$ cat config.mk
export PLATFORM = sky130hd
export DESIGN_NAME = pport_xfifo
export DESIGN_NICKNAME = d
export VERILOG_FILES = /design/src/rtl/pport_pkg.sv /design/src/rtl/pport_store.sv /design/src/rtl/pport_thresh.sv /design/src/rtl/pport_readback.sv /design/src/rtl/pport_xfifo.sv
export SDC_FILE = /design/constraint.sdc
export NUM_CORES = 1
export LEC_CHECK = 0
export BUFFER_PORTS_ARGS = -buffer_cell sky130_fd_sc_hd__buf_2
export CAP_MARGIN = 10
export CORE_UTILIZATION = 61
export DETAILED_ROUTE_END_ITERATION = 8
export GPL_TIMING_DRIVEN = 0
export PLACE_DENSITY = 0.81
export RECOVER_POWER = 100
export REMOVE_ABC_BUFFERS = 1
export SLEW_MARGIN = 20
export SYNTH_ARGS = -nofsm -noshare
export SYNTH_HDL_FRONTEND = slang
export SYNTH_SLANG_ARGS = --single-unit
$ cat constraint.sdc
create_clock -name clk -period 8.1 [get_ports clk]
set_clock_uncertainty 0.05 [all_clocks]
set_input_delay 0.405 -clock clk [delete_from_list [all_inputs] [get_ports clk]]
set_output_delay 0.405 -clock clk [all_outputs]
set_load 0.05 [all_outputs]
$ cat src/rtl/pport_pkg.sv
package pport_pkg;
    localparam int BYTE_W = 8;

    typedef logic [2:0] mode_t;

    localparam mode_t MODE_XFER = 3'b011;
    localparam mode_t MODE_TEST = 3'b110;
    localparam mode_t MODE_CFG  = 3'b111;

    localparam logic [1:0] OFS_DATA = 2'd0;
    localparam logic [1:0] OFS_CFGB = 2'd1;
    localparam logic [1:0] OFS_CTRL = 2'd2;

    localparam logic [BYTE_W-1:0] CFGA_WORD = 8'h10;
endpackage

$ cat src/rtl/pport_store.sv
module pport_store #(
    parameter int DEPTH  = 16,
    parameter int WIDTH  = 8,
    parameter int PTR_W  = $clog2(DEPTH)
) (
    input  logic             clk,
    input  logic             wr_en,
    input  logic [PTR_W-1:0] wr_idx,
    input  logic [WIDTH-1:0] wr_byte,
    input  logic [PTR_W-1:0] rd_idx,
    output logic [WIDTH-1:0] rd_byte
);
    logic [WIDTH-1:0] cells [DEPTH];

    always_ff @(posedge clk) begin
        if (wr_en) begin
            cells[wr_idx] <= wr_byte;
        end
    end

    assign rd_byte = cells[rd_idx];
endmodule

$ cat src/rtl/pport_thresh.sv
module pport_thresh
    import pport_pkg::*;
#(
    parameter int DEPTH     = 16,
    parameter int WR_THRESH = 8,
    parameter int RD_THRESH = 8,
    parameter int CNT_W     = $clog2(DEPTH) + 1
) (
    input  mode_t            mode,
    input  logic             dir,
    input  logic [CNT_W-1:0] fill,
    output logic             svc
);
    localparam logic [CNT_W-1:0] DEPTH_C = CNT_W'(DEPTH);
    localparam logic [CNT_W-1:0] WR_C    = CNT_W'(WR_THRESH);
    localparam logic [CNT_W-1:0] RD_C    = CNT_W'(RD_THRESH);

    logic fifo_mode;
    logic [CNT_W-1:0] room;

    always_comb begin
        fifo_mode = (mode == MODE_XFER) || (mode == MODE_TEST);
        room      = DEPTH_C - fill;
        if (!fifo_mode) begin
            svc = 1'b0;
        end else if (dir) begin
            svc = (fill >= RD_C);
        end else begin
            svc = (room >= WR_C);
        end
    end
endmodule

$ cat src/rtl/pport_readback.sv
module pport_readback
    import pport_pkg::*;
(
    input  logic [1:0]        addr,
    input  mode_t             mode,
    input  logic              dir,
    input  logic              full,
    input  logic              empty,
    input  logic [BYTE_W-1:0] head,
    input  logic [BYTE_W-1:0] last,
    input  logic [6:0]        strap,
    output logic [BYTE_W-1:0] rdata
);
    always_comb begin
        rdata = '0;
        unique case (addr)
            OFS_CTRL: rdata = {mode, 2'b00, full, empty, dir};
            OFS_CFGB: rdata = (mode == MODE_CFG) ? {1'b0, strap} : '0;
            OFS_DATA: begin
                if (mode == MODE_CFG) begin
                    rdata = CFGA_WORD;
                end else if (mode == MODE_TEST) begin
                    rdata = empty ? last : head;
                end else if (mode == MODE_XFER && dir && !empty) begin
                    rdata = head;
                end
            end
            default: rdata = '0;
        endcase
    end
endmodule

$ cat src/rtl/pport_xfifo.sv
module pport_xfifo
    import pport_pkg::*;
#(
    parameter int DEPTH     = 16,
    parameter int WR_THRESH = 8,
    parameter int RD_THRESH = 8
) (
    input  logic        clk,
    input  logic        rst_n,
    input  logic        host_wr,
    input  logic        host_rd,
    input  logic [1:0]  host_addr,
    input  logic [7:0]  host_wdata,
    output logic [7:0]  host_rdata,
    input  logic [6:0]  strap_cfg,
    input  logic        per_push,
    input  logic [7:0]  per_push_data,
    input  logic        per_pop,
    output logic [7:0]  per_pop_data,
    output logic        fifo_full,
    output logic        fifo_empty,
    output logic        service_intr
);
    localparam int PTR_W = $clog2(DEPTH);
    localparam int CNT_W = PTR_W + 1;
    localparam logic [CNT_W-1:0] DEPTH_C = CNT_W'(DEPTH);
    localparam logic [PTR_W-1:0] LAST_IX = PTR_W'(DEPTH - 1);

    typedef struct packed {
        mode_t             mode;
        logic              dir;
        logic [PTR_W-1:0]  wptr;
        logic [PTR_W-1:0]  rptr;
        logic [CNT_W-1:0]  count;
        logic [BYTE_W-1:0] last;
    } state_t;

    state_t st_d, st_q;

    logic              push_ok, pop_ok;
    logic [BYTE_W-1:0] push_byte;
    logic [BYTE_W-1:0] head;
    mode_t             cur_mode;

    function automatic logic [PTR_W-1:0] bump(input logic [PTR_W-1:0] p);
        return (p == LAST_IX) ? '0 : p + 1'b1;
    endfunction

    assign fifo_full    = (st_q.count == DEPTH_C);
    assign fifo_empty   = (st_q.count == '0);
    assign per_pop_data = head;
    assign cur_mode     = st_q.mode;

    always_comb begin
        logic is_xfer, is_test, at_data, push_req, pop_host, pop_req;
        st_d     = st_q;
        is_xfer  = (st_q.mode == MODE_XFER);
        is_test  = (st_q.mode == MODE_TEST);
        at_data  = (host_addr == OFS_DATA);

        push_req = (host_wr && at_data && (is_test || (is_xfer && !st_q.dir)))
                 || (per_push && is_xfer && st_q.dir);
        push_byte = (is_xfer && st_q.dir) ? per_push_data : host_wdata;
        pop_host = host_rd && at_data && (is_test || (is_xfer && st_q.dir));
        pop_req  = pop_host || (per_pop && is_xfer && !st_q.dir);

        push_ok  = push_req && !fifo_full;
        pop_ok   = pop_req && !fifo_empty;

        if (push_ok) begin
            st_d.wptr = bump(st_q.wptr);
        end
        if (pop_ok) begin
            st_d.rptr = bump(st_q.rptr);
            if (pop_host) begin
                st_d.last = head;
            end
        end
        st_d.count = st_q.count + CNT_W'(push_ok) - CNT_W'(pop_ok);

        if (host_wr && host_addr == OFS_CTRL) begin
            st_d.mode = host_wdata[7:5];
            st_d.dir  = host_wdata[0];
            if (host_wdata[7:5] != st_q.mode) begin
                st_d.wptr  = '0;
                st_d.rptr  = '0;
                st_d.count = '0;
            end
        end
    end

    always_ff @(posedge clk or negedge rst_n) begin
        if (!rst_n) begin
            st_q <= '0;
        end else begin
            st_q <= st_d;
        end
    end

    pport_store #(.DEPTH(DEPTH), .WIDTH(BYTE_W)) u_store (
        .clk     (clk),
        .wr_en   (push_ok),
        .wr_idx  (st_q.wptr),
        .wr_byte (push_byte),
        .rd_idx  (st_q.rptr),
        .rd_byte (head)
    );

    pport_thresh #(.DEPTH(DEPTH), .WR_THRESH(WR_THRESH), .RD_THRESH(RD_THRESH)) u_thresh (
        .mode (st_q.mode),
        .dir  (st_q.dir),
        .fill (st_q.count),
        .svc  (service_intr)
    );

    pport_readback u_readback (
        .addr  (host_addr),
        .mode  (st_q.mode),
        .dir   (st_q.dir),
        .full  (fifo_full),
        .empty (fifo_empty),
        .head  (head),
        .last  (st_q.last),
        .strap (strap_cfg),
        .rdata (host_rdata)
    );
endmodule

Word level (Yosys, flattened, before mapping)

Memories as Yosys holds them, arrays and structs flattened.
Cells that the tools add are included.

Add/subtract/negate cells: 5
Magnitude comparators: 2
Equal/unequal tests: 9
Multiplexer cells: 17
Reductions and logical operators: 25

Operator list:

| cell                                                               | count |
|---|---|
| 2-to-1 mux 8 bit                                                   | 5 |
| 2-to-1 mux 13 bit                                                  | 2 |
| one-hot mux 8 bit (3 select lines)                                 | 1 |
| 2-to-1 mux 4 bit                                                   | 4 |
| logical AND 1 bit                                                  | 14 |
| greater-or-equal comparator 5 x 4 -> 1 bit (second input constant) | 2 |
| adder 4 x 1 -> 4 bit (second input constant)                       | 2 |
| == test 4 bit (second input constant)                              | 2 |
| 2-to-1 mux 7 bit                                                   | 1 |
| == test 3 bit (second input constant)                              | 2 |
| adder 5 x 1 -> 5 bit                                               | 1 |
| == test 5 bit (second input constant)                              | 1 |
| logical NOT 5 bit                                                  | 1 |
| logical OR 1 bit                                                   | 5 |
| subtractor 5 x 1 -> 5 bit                                          | 1 |
| subtractor 5 bit (first input constant)                            | 1 |
| 2-to-1 mux 1 bit                                                   | 4 |
| == test 3 x 2 -> 1 bit (second input constant)                     | 1 |
| logical NOT 1 bit                                                  | 3 |
| != test 3 bit                                                      | 1 |
| == test 2 x 1 -> 1 bit (second input constant)                     | 1 |
| == test 2 bit (second input constant)                              | 1 |
| logical NOT 2 bit                                                  | 1 |
| AND reduction 2 bit                                                | 1 |

Bits in registers: 25
Bits in writable memories: 128
Input port bits: 31
Output and inout port bits: 19
Logic and storage cells: 65
Memories kept: 1

Memories:

| name          | words | width | read ports | clocked after Yosys merged registers in | wr ports | line              | text |
|---|---|---|---|---|---|---|---|
| u_store.cells | 16    | 8     | 1          | 0                                       | 1        | pport_store.sv:13 | `logic [WIDTH-1:0] cells [DEPTH];` |

Longest topological paths before layout

Gate-level depths: netlist of the first run.

Word-level depth: 10
Depth in mapped cells: 15
Mapped depth without buffers: 15

Cells and area by module

A second synthesis of the first run with hierarchy kept.

Cells, all modules: 441
Area total of the unflattened synthesis: 7050.5 µm²

Modules (own cells, without submodules):

| module         | instances | cells each | area each (µm²) | seq. area each (µm²) |
|---|---|---|---|---|
| pport_store    | 1         | 221        | 4987.3          | 3843.7 |
| pport_xfifo    | 1         | 156        | 1551.5          | 625.6 |
| pport_readback | 1         | 57         | 461.7           | 0.0 |
| pport_thresh   | 1         | 7          | 50.0            | 0.0 |

Least setup slack after synthesis of the first run

OpenSTA, ideal clock, no wires.

Kind: reg2reg
Start point: register st_q[11] (netlist name)
End point: register st_q[12] (netlist name)
Setup time: 78 ps
Arrival: 3346 ps
Required time: 7972 ps
Path slack: 4626 ps
Stages on the path, launching flop included: 16
Buffers on the path: 0
Clock period less this slack: 3474 ps
Path through: dfrtp_1 > inv_1 > ha_1 > and2_1 > ha_1 > nor2b_1 > and2_1 > a32o_1 > ha_1 > inv_1 > ha_1 > fa_1 > a21oi_1 > nor2_1 > or3_1 > a21oi_1

RTL lines:

| element                | line              | text |
|---|---|---|
| start, declared        | pport_xfifo.sv:38 | `state_t st_d, st_q;` |
| start signal, assigned | pport_xfifo.sv:96 | `st_q <= st_d;` |

Worst setup path in the final report of the first run

Start point: register st_q[15] (netlist name)
End point: output host_rdata[6]

Cells in the longest elaborated chain, start to end: 5
Elaborated cells on any way between the ends: 6
Those cells by class: mux: 5; memory: 1

RTL lines:

| element                                    | line                                       | text |
|---|---|---|
| memory read (16 x 8 bit) (*)               | n/a                                        |  |
| 2-to-1 mux 8 bit, on equally long branches | pport_readback.sv:24, pport_readback.sv:23 |  |
| 2-to-1 mux 8 bit (*)                       | pport_readback.sv:22                       | `end else if (mode == MODE_TEST) begin` |
| 2-to-1 mux 8 bit (*)                       | pport_readback.sv:20                       | `if (mode == MODE_CFG) begin` |
| one-hot mux 8 bit (3 select lines) (*)     | pport_readback.sv:16                       | `unique case (addr)` |
| end, declared                              | pport_xfifo.sv:14                          | `output logic [7:0] host_rdata,` |

Mark *: on every way between the ends. The rest lies on a longest branch, timed or not.

==> results of run 1 <==
==> layout make-up <==
class                   count  area [um^2]  share of cell area (%)
clock buffers              17        425.4                   5.450
clock inverters            14        196.4                   2.517
inverters                  12        45.04                  0.5771
multi-input cells         231         2231                   28.58
flip-flops and latches    153         4471                   57.28
well taps                 140        175.2                   2.244
repair buffers             54        261.5                   3.350
==> cell usage after synthesis (7+ instances only) <==
master,number
mux2_2,22
edfxtp_1,128
nor2b_1,13
dfrtp_1,25
buf_2,8
a21oi_1,16
and4_1,9
mux4_2,32
nand2_1,22
and2_1,7
inv_1,12
ha_1,16
clkbuf_1,9
nor3b_1,8
a22oi_1,14
nor2_1,14
==> flip-flops by register name, indices dropped and copies added (netlist names) <==
| signal | count |
|---|---|
| cur_mode | 3 |
| st_q | 22 |
| u_store.cells | 128 |
==> power breakdown <==
part | internal [uW] | leakage, uW | switching, uW
Sequential | 911 | 0.00147 | 63.7
Combinational | 168 | 0.000923 | 373
Clock | 517 | 0.000303 | 321
Total | 1600 | 0.00269 | 758
==> kinds of logic (layout without fill, tap and decap cells) <==
group	count (synthesis)	count (layout)	synth area share, %
simple gates	86	86	7.350
compound gates	61	61	6.349
buf+inv	33	97	2.274
xor+xnor	7	7	0.8914
mux	60	60	14.95
fa+ha+maj	17	17	3.202
flops	153	153	64.98
==> worst max-delay path: stages (launching register included) <==
cell      delay, ns
dfrtp_1        1.84
mux4_2         0.68
a22oi_1        0.37
nand2_1        0.20
a221o_1        0.35
clkbuf_1       0.31
==> per-stage QoR <==
step | utilization [%] | cells
6_report | 71.37 | 621
5_1_grt | 71.37 | 621
4_1_cts | 72.17 | 621
3_5_place_dp | 66.40 | 589
3_3_place_gp | 65.72 | 585
2_1_floorplan | - | 396
==> how the worst max path moves through the flow <==
| stage | end | depth (start not counted) |
|---|---|---|
| global route | host_rdata[4] | 6 |
| CTS | st_q[12] | 12 |
| global placement | host_rdata[6] | 5 |
| floorplan | host_rdata[4] | 5 |
| detailed placement | st_q[12] | 12 |
| finish | host_rdata[6] | 5 |
==> layer usage <==
layer  share of wire, %  global-route usage [%]  vias up
met5                  0                       0        -
met2                 52                   44.77      196
met4                1.9                   10.18        0
li1                   -                       -     1753
met3                6.3                   6.691       24
met1                 40                   36.04     1998
==> impl_metrics.tcl, run 1 <==
set metrics [dict create \
    cts_root_buffer "clkbuf_16" \
    failed_checks "design-rule violations, max-capacitance violations, max-slew violations" \
    leakagePower_uw 0.002693 \
    overflow 0 \
    worstSetupStartpointType "register" \
    synth_edf_count 128 \
    final_common_cell "edfxtp_1" \
    rr_startpoint "cur_mode[2]" \
    nFillCells 676 \
    vias 3971 \
    setup_tns_ns 0 \
    synth_ff_type "edfxtp_1" \
    via_per_inst 6.395 \
    clk_latency_ns 0.42 \
    setup-violations-final 0 \
    grt.total_usage_pct 27.46 \
    drv_cap 2 \
    ir_drop_v 0.0002337 \
    slew_violations 63 \
    place.gp.congestion 0.8836 \
    ys_seq_area_share_pct 64.98 \
    yosys_warnings 0 \
    synthCells 417 \
    worstSetupPathType "reg2out" \
    rsz0062_at_grt "false" \
    period_needed_ns 4.633 \
    yosys.area.top_type "edfxtp_1" \
    critPathRequiredTime_ns 7.65 \
    cts_resized 0 \
    final_cell_mix "edfxtp_1, mux4_2, buf_2, dfrtp_1, clkbuf_1" \
    dp_hpwl_um 9116 \
    crit_start "st_q[15]" \
    design.portCount 50 \
    status "finished with violations" \
    grt_pass1_wl_um 22240 \
    synth.area.top_cells "edfxtp_1, mux4_2, dfrtp_1" \
    ys_ff_latch 153 \
    synth.distinct_cells 51 \
    worstHoldPathType "in2reg" \
    fp.coreArea_mm2 0.01094 \
    synthToLayoutAreaGrowth_pct 13.48 \
    syn_area_mm2 0.006878 \
    drtPass1Iterations 9 \
    crit_fanout 36 \
    worstRegToRegCells 12 \
    holdPathStages 2 \
    die_x_um 108.2 \
    post-cts-setup-buffers 0 \
    placement.cell_area_mm2 0.007261 \
    ctsHoldBuffers 1 \
    port_buffers 49 \
    cp-end-kind "output pin" \
    drc 2 \
    path_clk_slew_ns 0.06 \
    tritoncts.num_buffers 17 \
    cts_buffer_depth 2 \
    holdCritStartpoint "host_wdata[0]" \
    syn_avg_cell_area_um2 16.49 \
    whs_ns 0.1838 \
    diodes 0 \
    antenna_found_initial 0 \
    drive_gt1_share_pct 23.08 \
    max_slew_margin_pct -47.83 \
    post-place-ws_ns 4.633 \
    final_hold_viol_count 0 \
    worstReg2RegEnd "st_q[12]" \
    ant_nets 0 \
    async_flop_share_pct 16.34 \
    min_to "st_q[21]" \
    start_util_pct 62.89 \
    die_area_mm2 0.01170 \
    powerDensity_mw_per_mm2 301.7 \
    fin_nets 517 \
    worstPathArrival_ns 4.18 \
    die_h_um 108.2 \
    worst_slack_ns 3.467 \
    grt_max_degree 37 \
    wl_um 15060 \
    fmax_ghz 0.2158 \
    reg2reg_slack_ns 3.83 \
    grt_pass1_vias 3853 \
    final_area_mm2 0.007805 \
    wl_per_cell_um 24.24 \
    finalPower_uw 2355 \
    cts_htree_levels 4 \
    drtIter0Drc 437 \
    cts_tree "built" \
    period_share_pct 57.20 \
    synth.top_cell.area_share_pct 55.89 \
    placement_rows 38 \
    tightest_slew_ns 2.217 \
    cts_sinks 153 \
]
Power figures use the tool's default switching activity.
==> run 2, diff against run 1 <==
- CORE_UTILIZATION: 61 -> 60
- PLACE_DENSITY: 0.81 -> 0.79
- clock period: 8.1 -> 4.7 ns (I/O delays scaled with it)
==> impl_metrics.tcl, run 2 (synthesis results as in run 1) <==
set metrics [dict create \
    whs_ns 0.01535 \
    die_x_um 109.1 \
    post-cts-setup-buffers 0 \
    final_cell_mix "edfxtp_1, mux4_2, buf_2, clkbuf_1, dfrtp_1" \
    regMostFlops "u_store.cells" \
    rr_startpoint "cur_mode[2]" \
    cpLargestDelayFamily "simple AND/OR/NAND/NOR gates" \
    final_hold_viol_count 0 \
    finalPower_uw 3876 \
    cts_tree "built" \
    powerDensity_mw_per_mm2 500.3 \
    fin_nets 516 \
    cp_num_buf_inv 2 \
    rsz0062_at_grt "false" \
    die_area_mm2 0.01190 \
    wl_um 14070 \
    fin_cells 621 \
    seqPwrFrac_pct 43.1 \
    path_clk_slew_ns 0.06 \
    diodes 0 \
    drtIter0Drc 402 \
    met2_usage_pct 40.34 \
    crit_fanout 14 \
    multi_input_area_mm2 0.002235 \
    slowest_stage "nand4b_1" \
    cts_root_buffer "clkbuf_16" \
    setup-violations-final 0 \
    leakagePower_uw 0.002647 \
    clkPwrFrac_pct 33.3 \
    max_slew_margin_pct -3.694 \
    period_needed_ns 3.913 \
    port_buffers 49 \
    fp.coreArea_mm2 0.01098 \
    nFillCells 713 \
    worstSetupStartpointType "register" \
    drv_cap 1 \
    p_sw_uw 1243 \
    cts_sinks 153 \
    grt.total_usage_pct 25.66 \
    fmax_ghz 0.2556 \
    worstHoldPathType "in2reg" \
    ir_drop_v 0.0005521 \
    grt_max_degree 37 \
    p_comb_share_pct 23.5 \
    worstReg2RegEnd "st_q[12]" \
    place.gp.congestion 0.8852 \
    p_int_uw 2634 \
    grt_pass1_wl_um 21220 \
    path_cells "nand4b_1, or2_0, a21oi_2, inv_1, ha_1, inv_1, ha_1, fa_1, a21oi_1, nor2_1, or3_1, a21oi_1" \
    slew_violations 9 \
    cp-endpoint "st_q[12]" \
    final_common_cell "edfxtp_1" \
    switching_share_pct 32.06 \
    vias 3933 \
    utilization_pct 70.55 \
    failed_checks "max-capacitance violations, max-slew violations" \
    tritoncts.num_buffers 17 \
    cpPeakStageDelay_ns 0.61 \
    crit_start "cur_mode[2]" \
    setup_tns_ns 0 \
    ant_nets 0 \
    via_per_inst 6.333 \
    largest_reg_flops 128 \
    overflow 0 \
    wl_per_cell_um 22.65 \
    start_util_pct 62.62 \
    grt_pass1_vias 3827 \
    drc 0 \
    period_share_pct 83.25 \
    cp-end-kind "register" \
    grt-busiest-layer "met2" \
    dp_hpwl_um 8982 \
    worstSetupPathType "reg2reg" \
    critPathRequiredTime_ns 4.98 \
    grtUsageMet1_pct 35.52 \
    worst-path-stages 12 \
    ff_latch_area_mm2 0.004474 \
    worstRegToRegCells 12 \
    cts_buffer_depth 2 \
    cts_htree_levels 4 \
    antenna_found_initial 0 \
    status "finished with violations" \
    place_inst 588 \
    die_h_um 109.1 \
    drtPass1Iterations 7 \
    placement_rows 38 \
    tightest_slew_ns 1.552 \
    use_met3_pct 5.559 \
    reg2reg_slack_ns 0.79 \
    drive_gt1_share_pct 23.08 \
    clk_latency_ns 0.41 \
    synthToLayoutAreaGrowth_pct 12.66 \
    worstPathArrival_ns 4.19 \
    design.portCount 50 \
]
==> run 2: cell type report <==
type	instances	area share (%)
timing repair buffer	53	3.326
multi-input combinational	231	28.84
tap	140	2.261
sequential	153	57.74
inverter	12	0.5813
clock buffer	19	5.587
clock inverter	13	1.663
==> run 2: what timing repair did <==
item,4_1_cts,5_1_grt
hold endpoints to repair,25,0
hold buffers,1,0
resized for setup,0,0
==> run 2: worst min path at each step <==
| stage | start | endpoint | slack, ns | cells past startpoint |
|---|---|---|---|---|
| final | host_wdata[0] | st_q[21] | 0.02 | 2 |
| after global routing | host_wdata[0] | st_q[21] | 0.03 | 2 |
| after CTS | host_wdata[0] | st_q[21] | 0.002 | 2 |
| after detailed placement | rst_n | st_q[1] | 0.23 | 1 |
| after global placement | rst_n | st_q[1] | 0.22 | 1 |
| after floorplan | rst_n | cur_mode[0] | -0.11 | 0 |
==> run 2: metal layers <==
metal  wire (um)  share of wire, %
met5           0                 0
met4         186               1.3
met2        7119                51
met1        5783                41
met3         978               7.0
==> run 2: worst register-to-register path, stage by stage, from the launching register on <==
cell and delay [ns]:
dfrtp_1 0.51, nand4b_1 0.61, or2_0 0.44, a21oi_2 0.51, inv_1 0.10, ha_1 0.29
inv_1 0.04, ha_1 0.20, fa_1 0.41, a21oi_1 0.15, nor2_1 0.07, or3_1 0.30
a21oi_1 0.15
==> run 2: power groups by stage <==
stage / Clock [uW] / Combinational, uW / Sequential [uW]
CTS: 1310 / 937 / 1670
global placement: 0 / 904 / 1690
global route: 1360 / 996 / 1690
finish: 1290 / 913 / 1670
floorplan: 0 / 696 / 1670
detailed placement: 0 / 931 / 1700
==> run 2: stage by stage <==
| stage | instance area (um^2) | worst slack (ns) |
|---|---|---|
| 2_1_floorplan | 6766 | 1.008 |
| 5_1_grt | 7749 | 0.4833 |
| 6_report | 7749 | 0.7874 |
| 3_5_place_dp | 7253 | 1.226 |
| 3_3_place_gp | 7187 | 0.6580 |
| 4_1_cts | 7825 | 1.202 |
